--- config.mk ---
export PLATFORM = sky130hd
export DESIGN_NAME = pit_timer
export DESIGN_NICKNAME = d
export VERILOG_FILES = /design/src/rtl/pit_pkg.sv /design/src/rtl/pit_prescaler.sv /design/src/rtl/pit_period.sv /design/src/rtl/pit_router.sv /design/src/rtl/pit_timer.sv
export SDC_FILE = /design/constraint.sdc
export NUM_CORES = 1
export LEC_CHECK = 0
export CAP_MARGIN = 20
export CORE_ASPECT_RATIO = 1.1
export CORE_MARGIN = 3
export CORE_UTILIZATION = 45
export DETAILED_ROUTE_END_ITERATION = 8
export GPL_TIMING_DRIVEN = 0
export PLACE_DENSITY = 0.71
export SLEW_MARGIN = 15
export SYNTH_ARGS = -nofsm -noshare
export SYNTH_HDL_FRONTEND = slang
export SYNTH_SLANG_ARGS = --single-unit
--- constraint.sdc ---
create_clock -name clk -period 4.88 [get_ports clk]
set_input_delay 0.732 -clock clk [delete_from_list [all_inputs] [get_ports clk]]
set_output_delay 0.732 -clock clk [all_outputs]
set_load 0.03 [all_outputs]
--- src/rtl/pit_pkg.sv ---
// Shared constants for the periodic interrupt timer.
// Assumes an 8-bit control byte with fixed field positions.
package pit_pkg;
    localparam int CTL_W       = 8;   // control byte width
    localparam int CTL_EN_BIT  = 7;   // enable field
    localparam int CTL_UNIT_BIT = 6;  // unit select field
    localparam int MULT_W      = 3;   // multiplier field, bits MULT_W-1:0
    localparam int LVL_W       = 3;   // level code width
    localparam int LVL_N       = 7;   // number of request lines
    localparam int UNIT_RATIO  = 16;  // long unit / short unit
    localparam longint SHORT_UNIT_NS_X1000 = 64'd8192; // short unit in units of 1/1e6 s * 1000
endpackage

--- src/rtl/pit_prescaler.sv ---
// Prescaler: divides the clock into one tick per short time unit.
// Assumes restart and run come from the control register; a restart or
// an idle (run low) holds the count at zero.
module pit_prescaler #(
    parameter int TICK_CYC = 8
) (
    input  logic clk,
    input  logic rst_n,
    input  logic run,
    input  logic restart,
    output logic tick
);
    localparam int CW = (TICK_CYC > 1) ? $clog2(TICK_CYC) : 1;
    localparam logic [CW-1:0] LAST = CW'(TICK_CYC - 1);

    logic [CW-1:0] cnt;

    // Purpose: count clock cycles within one short unit.
    always_ff @(posedge clk) begin
        if (!rst_n || restart || !run) begin
            cnt <= '0;
        end else if (cnt == LAST) begin
            cnt <= '0;
        end else begin
            cnt <= cnt + 1'b1;
        end
    end

    // Purpose: flag the last cycle of each short unit.
    always_comb begin
        tick = run && !restart && (cnt == LAST);
    end

    a_r8_restart_zero: assert property (@(posedge clk) disable iff (!rst_n)
        restart |=> (cnt == '0));
    a_r9_idle_zero: assert property (@(posedge clk) disable iff (!rst_n)
        !run |=> (cnt == '0));
endmodule

--- src/rtl/pit_period.sv ---
// Period counter: counts short-unit ticks into units (1 or UNIT_RATIO
// ticks each), then units into (mult+1), and pulses expire on the last one.
// Assumes unit select and mult only change together with a restart.
module pit_period #(
    parameter int UNIT_RATIO = 16,
    parameter int MULT_W     = 3
) (
    input  logic              clk,
    input  logic              rst_n,
    input  logic              run,
    input  logic              restart,
    input  logic              tick,
    input  logic              long_unit,
    input  logic [MULT_W-1:0] mult,
    output logic              expire
);
    localparam int UW = (UNIT_RATIO > 1) ? $clog2(UNIT_RATIO) : 1;

    logic [UW-1:0]     unit_cnt;
    logic [MULT_W-1:0] mult_cnt;
    logic [UW-1:0]     unit_last;
    logic              unit_done;

    // Purpose: decode the end of the current unit and of the period.
    always_comb begin
        unit_last = long_unit ? UW'(UNIT_RATIO - 1) : '0;
        unit_done = tick && (unit_cnt == unit_last);
        expire    = unit_done && (mult_cnt == mult);
    end

    // Purpose: advance the unit and multiplier counters on each tick.
    always_ff @(posedge clk) begin
        if (!rst_n || restart || !run) begin
            unit_cnt <= '0;
            mult_cnt <= '0;
        end else if (tick) begin
            if (unit_done) begin
                unit_cnt <= '0;
                mult_cnt <= expire ? '0 : mult_cnt + 1'b1;
            end else begin
                unit_cnt <= unit_cnt + 1'b1;
            end
        end
    end

    a_r3_mult_in_range: assert property (@(posedge clk) disable iff (!rst_n)
        (run && !restart) |=> (mult_cnt <= mult));
endmodule

--- src/rtl/pit_router.sv ---
// Router: drives the pending request onto the line picked by the level
// code; code 0 selects no line. Purely combinational.
module pit_router #(
    parameter int LVL_W = 3,
    parameter int LVL_N = 7
) (
    input  logic             clk,
    input  logic             rst_n,
    input  logic [LVL_W-1:0] level,
    input  logic             pending,
    output logic [LVL_N-1:0] irq_req
);
    // Purpose: one comparator per request line.
    for (genvar i = 0; i < LVL_N; i++) begin : g_line
        assign irq_req[i] = pending && (level == LVL_W'(i + 1));
    end

    a_r5_one_line: assert property (@(posedge clk) disable iff (!rst_n)
        $onehot0(irq_req));
    a_r5_no_line_at_zero: assert property (@(posedge clk) disable iff (!rst_n)
        (level == '0) |-> (irq_req == '0));
endmodule

--- src/rtl/pit_timer.sv ---
// Periodic interrupt timer top: control and vector registers, pending
// request and acknowledge path. Assumes iack is a one-cycle strobe and
// level_code is a static strap-like input.
module pit_timer
    import pit_pkg::*;
#(
    parameter int CLK_HZ = 50_000_000
) (
    input  logic             clk,
    input  logic             rst_n,
    input  logic             ctrl_wr,
    input  logic             vec_wr,
    input  logic [7:0]       wdata,
    input  logic [2:0]       level_code,
    input  logic             iack,
    output logic [7:0]       ctrl_q,
    output logic [7:0]       vec_q,
    output logic [6:0]       irq_req,
    output logic             ack_vld,
    output logic [7:0]       ack_vec
);
    localparam longint TICK_RAW = (64'(CLK_HZ) * SHORT_UNIT_NS_X1000) / 64'd1000000;
    localparam int     TICK_CYC = (TICK_RAW < 64'd1) ? 1 : int'(TICK_RAW);

    logic              en_q;
    logic              unit_q;
    logic [MULT_W-1:0] mult_q;
    logic              pend_q;
    logic              tick;
    logic              expire;
    logic              take;

    // Purpose: hold the control fields; reserved bits are not stored.
    always_ff @(posedge clk) begin
        if (!rst_n) begin
            en_q   <= 1'b0;
            unit_q <= 1'b0;
            mult_q <= '0;
        end else if (ctrl_wr) begin
            en_q   <= wdata[CTL_EN_BIT];
            unit_q <= wdata[CTL_UNIT_BIT];
            mult_q <= wdata[MULT_W-1:0];
        end
    end

    // Purpose: hold the vector byte.
    always_ff @(posedge clk) begin
        if (!rst_n) begin
            vec_q <= '0;
        end else if (vec_wr) begin
            vec_q <= wdata;
        end
    end

    // Purpose: readback view of the control byte.
    always_comb begin
        ctrl_q = '0;
        ctrl_q[CTL_EN_BIT]   = en_q;
        ctrl_q[CTL_UNIT_BIT] = unit_q;
        ctrl_q[MULT_W-1:0]   = mult_q;
    end

    pit_prescaler #(.TICK_CYC(TICK_CYC)) u_pre (
        .clk(clk), .rst_n(rst_n), .run(en_q), .restart(ctrl_wr), .tick(tick)
    );

    pit_period #(.UNIT_RATIO(UNIT_RATIO), .MULT_W(MULT_W)) u_per (
        .clk(clk), .rst_n(rst_n), .run(en_q), .restart(ctrl_wr), .tick(tick),
        .long_unit(unit_q), .mult(mult_q), .expire(expire)
    );

    // Purpose: an expiry counts only when a level is selected.
    always_comb begin
        take = expire && (level_code != '0);
    end

    // Purpose: pending request, set by expiry, cleared by acknowledge.
    always_ff @(posedge clk) begin
        if (!rst_n) begin
            pend_q <= 1'b0;
        end else if (take) begin
            pend_q <= 1'b1;
        end else if (iack) begin
            pend_q <= 1'b0;
        end
    end

    // Purpose: return the vector one cycle after an accepted acknowledge.
    always_ff @(posedge clk) begin
        if (!rst_n) begin
            ack_vld <= 1'b0;
            ack_vec <= '0;
        end else begin
            ack_vld <= iack && pend_q;
            ack_vec <= (iack && pend_q) ? vec_q : '0;
        end
    end

    pit_router #(.LVL_W(LVL_W), .LVL_N(LVL_N)) u_rte (
        .clk(clk), .rst_n(rst_n), .level(level_code), .pending(pend_q), .irq_req(irq_req)
    );

    a_r6_hold: assert property (@(posedge clk) disable iff (!rst_n)
        (pend_q && !iack) |=> pend_q);
    a_r7_ack_clears: assert property (@(posedge clk) disable iff (!rst_n)
        (pend_q && iack && !take) |=> !pend_q);
    a_r7_ack_source: assert property (@(posedge clk) disable iff (!rst_n)
        ack_vld |-> $past(pend_q && iack));
    a_r4_vec_write: assert property (@(posedge clk) disable iff (!rst_n)
        vec_wr |=> (vec_q == $past(wdata)));
endmodule

# [Word-level counts from Yosys, hierarchy flattened]
# Index checks and enable logic that the tools add are counted.
# W data, S select, Z words.
[word_totals] inputBits=16 word_cells=51 ff_bits=49 output_inout_bits=32
[classes] add_sub_neg=3 mux=5 n_reduce_logical=23 eq_ne=10
[op_table] operator="$add A19 B1 Y19 const B" count=1
[op_table] operator="$eq A19 B19 Y1 const B" count=1
[op_table] operator="$logic_and A1 B1 Y1" count=13
[op_table] operator="$eq A3 B3 Y1 const B" count=4
[op_table] operator="$mux W4" count=2
[op_table] operator="$eq A3 B2 Y1 const B" count=2
[op_table] operator="$add A4 B1 Y4 const B" count=1
[op_table] operator="$eq A4 B4 Y1" count=1
[op_table] operator="$reduce_and A2 Y1" count=2
[op_table] operator="$add A3 B1 Y3 const B" count=1
[op_table] operator="$eq A3 B1 Y1 const B" count=1
[op_table] operator="$eq A3 B3 Y1" count=1
[op_table] operator="$logic_not A1 Y1" count=3
[op_table] operator="$mux W3" count=1
[op_table] operator="$reduce_bool A3 Y1" count=1
[op_table] operator="$logic_or A1 B1 Y1" count=2
[op_table] operator="$mux W1" count=2
[op_table] operator="$reduce_bool A2 Y1" count=1
[op_table] operator="$reduce_or A2 Y1" count=1

# [Depth between registers and ports, before layout]
[depth] depth_word=7 ltp_mapped=7 depth_no_buf=5

# [Cells and area by module]
# From an unflattened synthesis, not the netlist that was laid out.
[hier_totals] hier_cells=221 area_unflattened_um2=2202.1
[by_module_without_submodules] mod="pit_prescaler" area_each_um2=889.6 n_inst=1 cells_each=98 seq_area_each_um2=380.4
[by_module_without_submodules] mod="pit_timer" area_each_um2=818.3 n_inst=1 cells_each=71 seq_area_each_um2=460.4
[by_module_without_submodules] mod="pit_period" area_each_um2=412.9 n_inst=1 cells_each=45 seq_area_each_um2=140.1
[by_module_without_submodules] mod="pit_router" area_each_um2=81.3 n_inst=1 cells_each=7 seq_area_each_um2=0.0

# [Least setup slack after synthesis]
# Ideal clock, no wire load.
[synth_timing] path_kind="input-to-output" start="input port level_code[2]" end="output port irq_req[3]" setup_slack_ps=2675 stages=2 required_ps=4148 n_path_buf=0 arrival_ps=1473 path_cell_list="nand2_1 nor3_1"
[synth_between] elab_chain_cells=2
[synth_rtl] element="from (decl)" line="pit_timer.sv:14" source="input logic [2:0] level_code,"
[synth_rtl] element="$eq A3 B3 Y1" line="pit_router.sv:15" source="assign irq_req[i] = pending && (level == LVL_W'(i + 1));"
[synth_rtl] element="$logic_and A1 B1 Y1" line="pit_router.sv:15"
[synth_rtl] element="to (decl)" line="pit_timer.sv:18" source="output logic [6:0] irq_req,"
# No other way between the ends.

# [Worst setup path after layout]
# Same ends and word-level chain as after synthesis.

==> summary.md <==
| Metric | Value |
|---|---|
| H-tree Lvls | `2` |
| Syn-to-layout area delta | `27.0%` |
| Post-route cell area | `~2800 sq um` |
| Final Hold Fails | `0` |
| First-pass GRT wire length | `just over 7 mm` |
| CTS sink count | `about 50` |
| Cell Pwr Density | `261 nW/um^2` |
| Post-DP HPWL | `3.16 mm` |
| Full die area | `5690 sq um` |
| Static Leak | `0.962 nW` |
| Top Ports | `between 40 and 50` |
| DRT Wirelength | `~4.2 mm` |
| Initial antenna violation count | `0` |
| Die H | `~79 um` |
| Async set-reset flop share out of synthesis | `0` |
| Syn Inst Count | `240` |
| CP Capture Type | `output port` |
| Syn avg cell area | `9.05 sq um` |
| GRT busiest layer | `met2` |
| Cell Area, Placed | `between 2000 and 3000 sq um` |
| CP max-delay cell | `clkdlybuf4s50_1` |
| CP top delay family | `buffers and inverters` |
| DR WL/cell | `around 12 um` |
| Clk Tree Root Cell | `clkbuf_8` |
| RSZ-0062 raised after global routing | `false` |
| Met3 usage | `0.0456` |
| Share of layout cells above drive strength 1 | `0.0616` |
| Commonest non-fill, non-tap cell in the layout | `dfxtp_1` |
| Top cells by area, synth | `dfxtp_1, mux2i_1, xnor2_1, nor2b_1, nor2_1` |
| Max cap viols | `0` |
| Max-slew violations | `0` |
| Commonest cells after routing, fill and taps aside | `dfxtp_1, clkdlybuf4s50_1, nor2_1, nand2_1, mux2i_1` |
| FF+latch count, synth | `49` |
| Total track usage | `0.160` |
| Routed vias/inst | `just over 5` |
| Final period util | `0.596` |
| Largest area contributor in the synthesized netlist | `dfxtp_1` |
| Synth top area share | `0.452` |
| Critical path, cell by cell | `clkdlybuf4s50_1 -> nand2_1 -> nor3_1 -> clkdlybuf4s50_1` |
| Final nets | `310` |
| Prevailing post-synth register cell | `dfxtp_1` |
| Critical path type | `in -> out` |
| Cts bufs inserted | `5` |
| Initial drt markers | `between 60 and 70` |
| Worst-Margin Slew | `0.663 ns` |
| DRC | `0` |
| Number of flops mapped to enable cells by yosys | `0` |
| Hold WC Path Type | `reg -> reg` |
| Vias | `1773` |
| Final setup fails | `0` |
| Pre-CTS setup slack | `slightly below 2 ns` |
| # hold bufs at CTS | `0` |
| Pin count of the biggest net entering global routing | `17` |
| Chip Width | `72.2 um` |
| Mapped cell area | `2170 sq um` |
| # resized after CTS | `0` |
| Setup TNS | `0 ns` |
| Fin crit period | `slightly below 3 ns` |
| GR Overflow Total | `0` |
| Vias in the first global route | `1600` |
| Post-synthesis cell type count | `41` |
| Worst-case clock buffer depth | `2` |
| Type of origin of the critical path | `primary input` |
| Max Freq | `roughly 340 MHz` |
| Crit path required time | `between 4 and 5 ns` |
| CP arrival | `2.18 ns` |
| Status | `completed` |
| Crit-path most repeated cell | `clkdlybuf4s50_1` |
| Starting Density | `0.485` |
| Reg clk slew, reported paths | `~0.09 ns` |
| Final GP Congestion | `0.839` |
| Post-CTS Setup Inserts | `0` |
| Clock Skews | `0.00744 ns` |
| Post-synthesis sequential area ratio | `0.452` |
| Final core utilization | `0.617` |
| Ys Warns | `0` |
| Pre-Repair DR Iteration Count | `4` |
| Worst Setup Slack, final | `approximately 2.0 ns` |
| Peak VDD IR | `between 0.15 and 0.2 mV` |
| Std cell rows | `25` |
| Core Box Area | `4470 sq um` |
| Max incr delay on CP | `~0.7 ns` |
| Fillers | `413` |
| Critical path buffers and inverters | `2` |
| Grt met1 use | `0.198` |
| Relative slew slack | `0.555` |
| CP Max Fanout | `4` |
| Final ANT Viol Nets | `0` |
| CTS tree | `built` |
| # diodes | `0` |
| Worst skew pair latency | `approximately 0.30 ns` |
| GR Util met2 | `0.263` |
| I/O Buffers | `42` |
power by group:
part / leakage [nW] / internal, mW / switching (mW) / total [mW]
Sequential: 0.397 / 0.406 / 0.00500 / 0.411
Clock: 0.0481 / 0.102 / 0.136 / 0.237
Combinational: 0.516 / 0.0348 / 0.0353 / 0.0701
Total: 0.962 / 0.543 / 0.176 / 0.718
Yosys cell counts, types with 2 or more instances:
library cell	n
and2_1	10
buf_4	5
nor4_1	4
nand2b_1	4
nand2_1	15
a21oi_1	12
xnor2_1	11
nor3_1	2
or3_1	4
inv_1	8
and3_1	5
xor2_1	3
nor2b_1	14
ha_1	3
o31ai_1	3
mux2i_1	15
o21ai_0	3
nand3_1	11
nand4_1	5
nor2_1	22
or4_1	5
dfxtp_1	49
clkbuf_1	8
and4_1	2
layer usage:
layer  share of wire  up-vias
met4           0.016        0
met1            0.47      793
li1                -      927
met3           0.069        7
met5               0        -
met2            0.45       46
per-stage QoR:
| step | cells | hold slack, ns | total power [mW] |
|---|---|---|---|
| 2_1_floorplan | 242 | 0.430 | 0.460 |
| 3_3_place_gp | 338 | 0.446 | 0.490 |
| 3_5_place_dp | 338 | 0.462 | 0.491 |
| 4_1_cts | 346 | 0.484 | 0.730 |
| 5_1_grt | 346 | 0.509 | 0.752 |
| 6_report | 346 | 0.477 | 0.718 |
sequential cells by signal, indices dropped and copies added, names as in the netlist:
register        flops
ack_vec             8
ack_vld             1
en_q                1
mult_q              3
pend_q              1
u_per.mult_cnt      3
u_per.unit_cnt      4
u_pre.cnt          19
unit_q              1
vec_q               8
cells by family after synthesis:
| logic type | after synthesis | synth area share |
|---|---|---|
| AO/OA/AOI/OAI | 27 | 0.0790 |
| XOR/XNOR | 14 | 0.0565 |
| adder cells (fa/ha/maj) | 3 | 0.0173 |
| buffers and inverters | 22 | 0.0473 |
| flip-flops | 49 | 0.452 |
| multiplexers | 15 | 0.0692 |
| other | 1 | 0.00173 |
| AND/OR/NAND/NOR | 109 | 0.277 |
path summary, 6_finish.rpt:
check,start,to,slack (ns),depth (start not counted)
hold reg to reg,u_pre.cnt[0],u_pre.cnt[0],0.48,1
setup reg to reg,u_pre.cnt[0],u_pre.cnt[9],2.39,7
hold / removal,u_pre.cnt[0],u_pre.cnt[0],0.48,1
setup / recovery,level_code[2],irq_req[3],1.97,4
layout make-up:
class	instances	area (sq um)	area share
Inverter	8	30.0	0.0109
Timing Repair Buffer	42	420	0.152
Multi-Input combinational cell	171	1090	0.397
Buffer	14	72.6	0.0263
Sequential cell	49	981	0.356
Clock buffer	5	68.8	0.0250
Clock inverter	3	22.5	0.00817
Tap cell	54	67.6	0.0245
No activity file was read; power rests on OpenSTA's default activity.
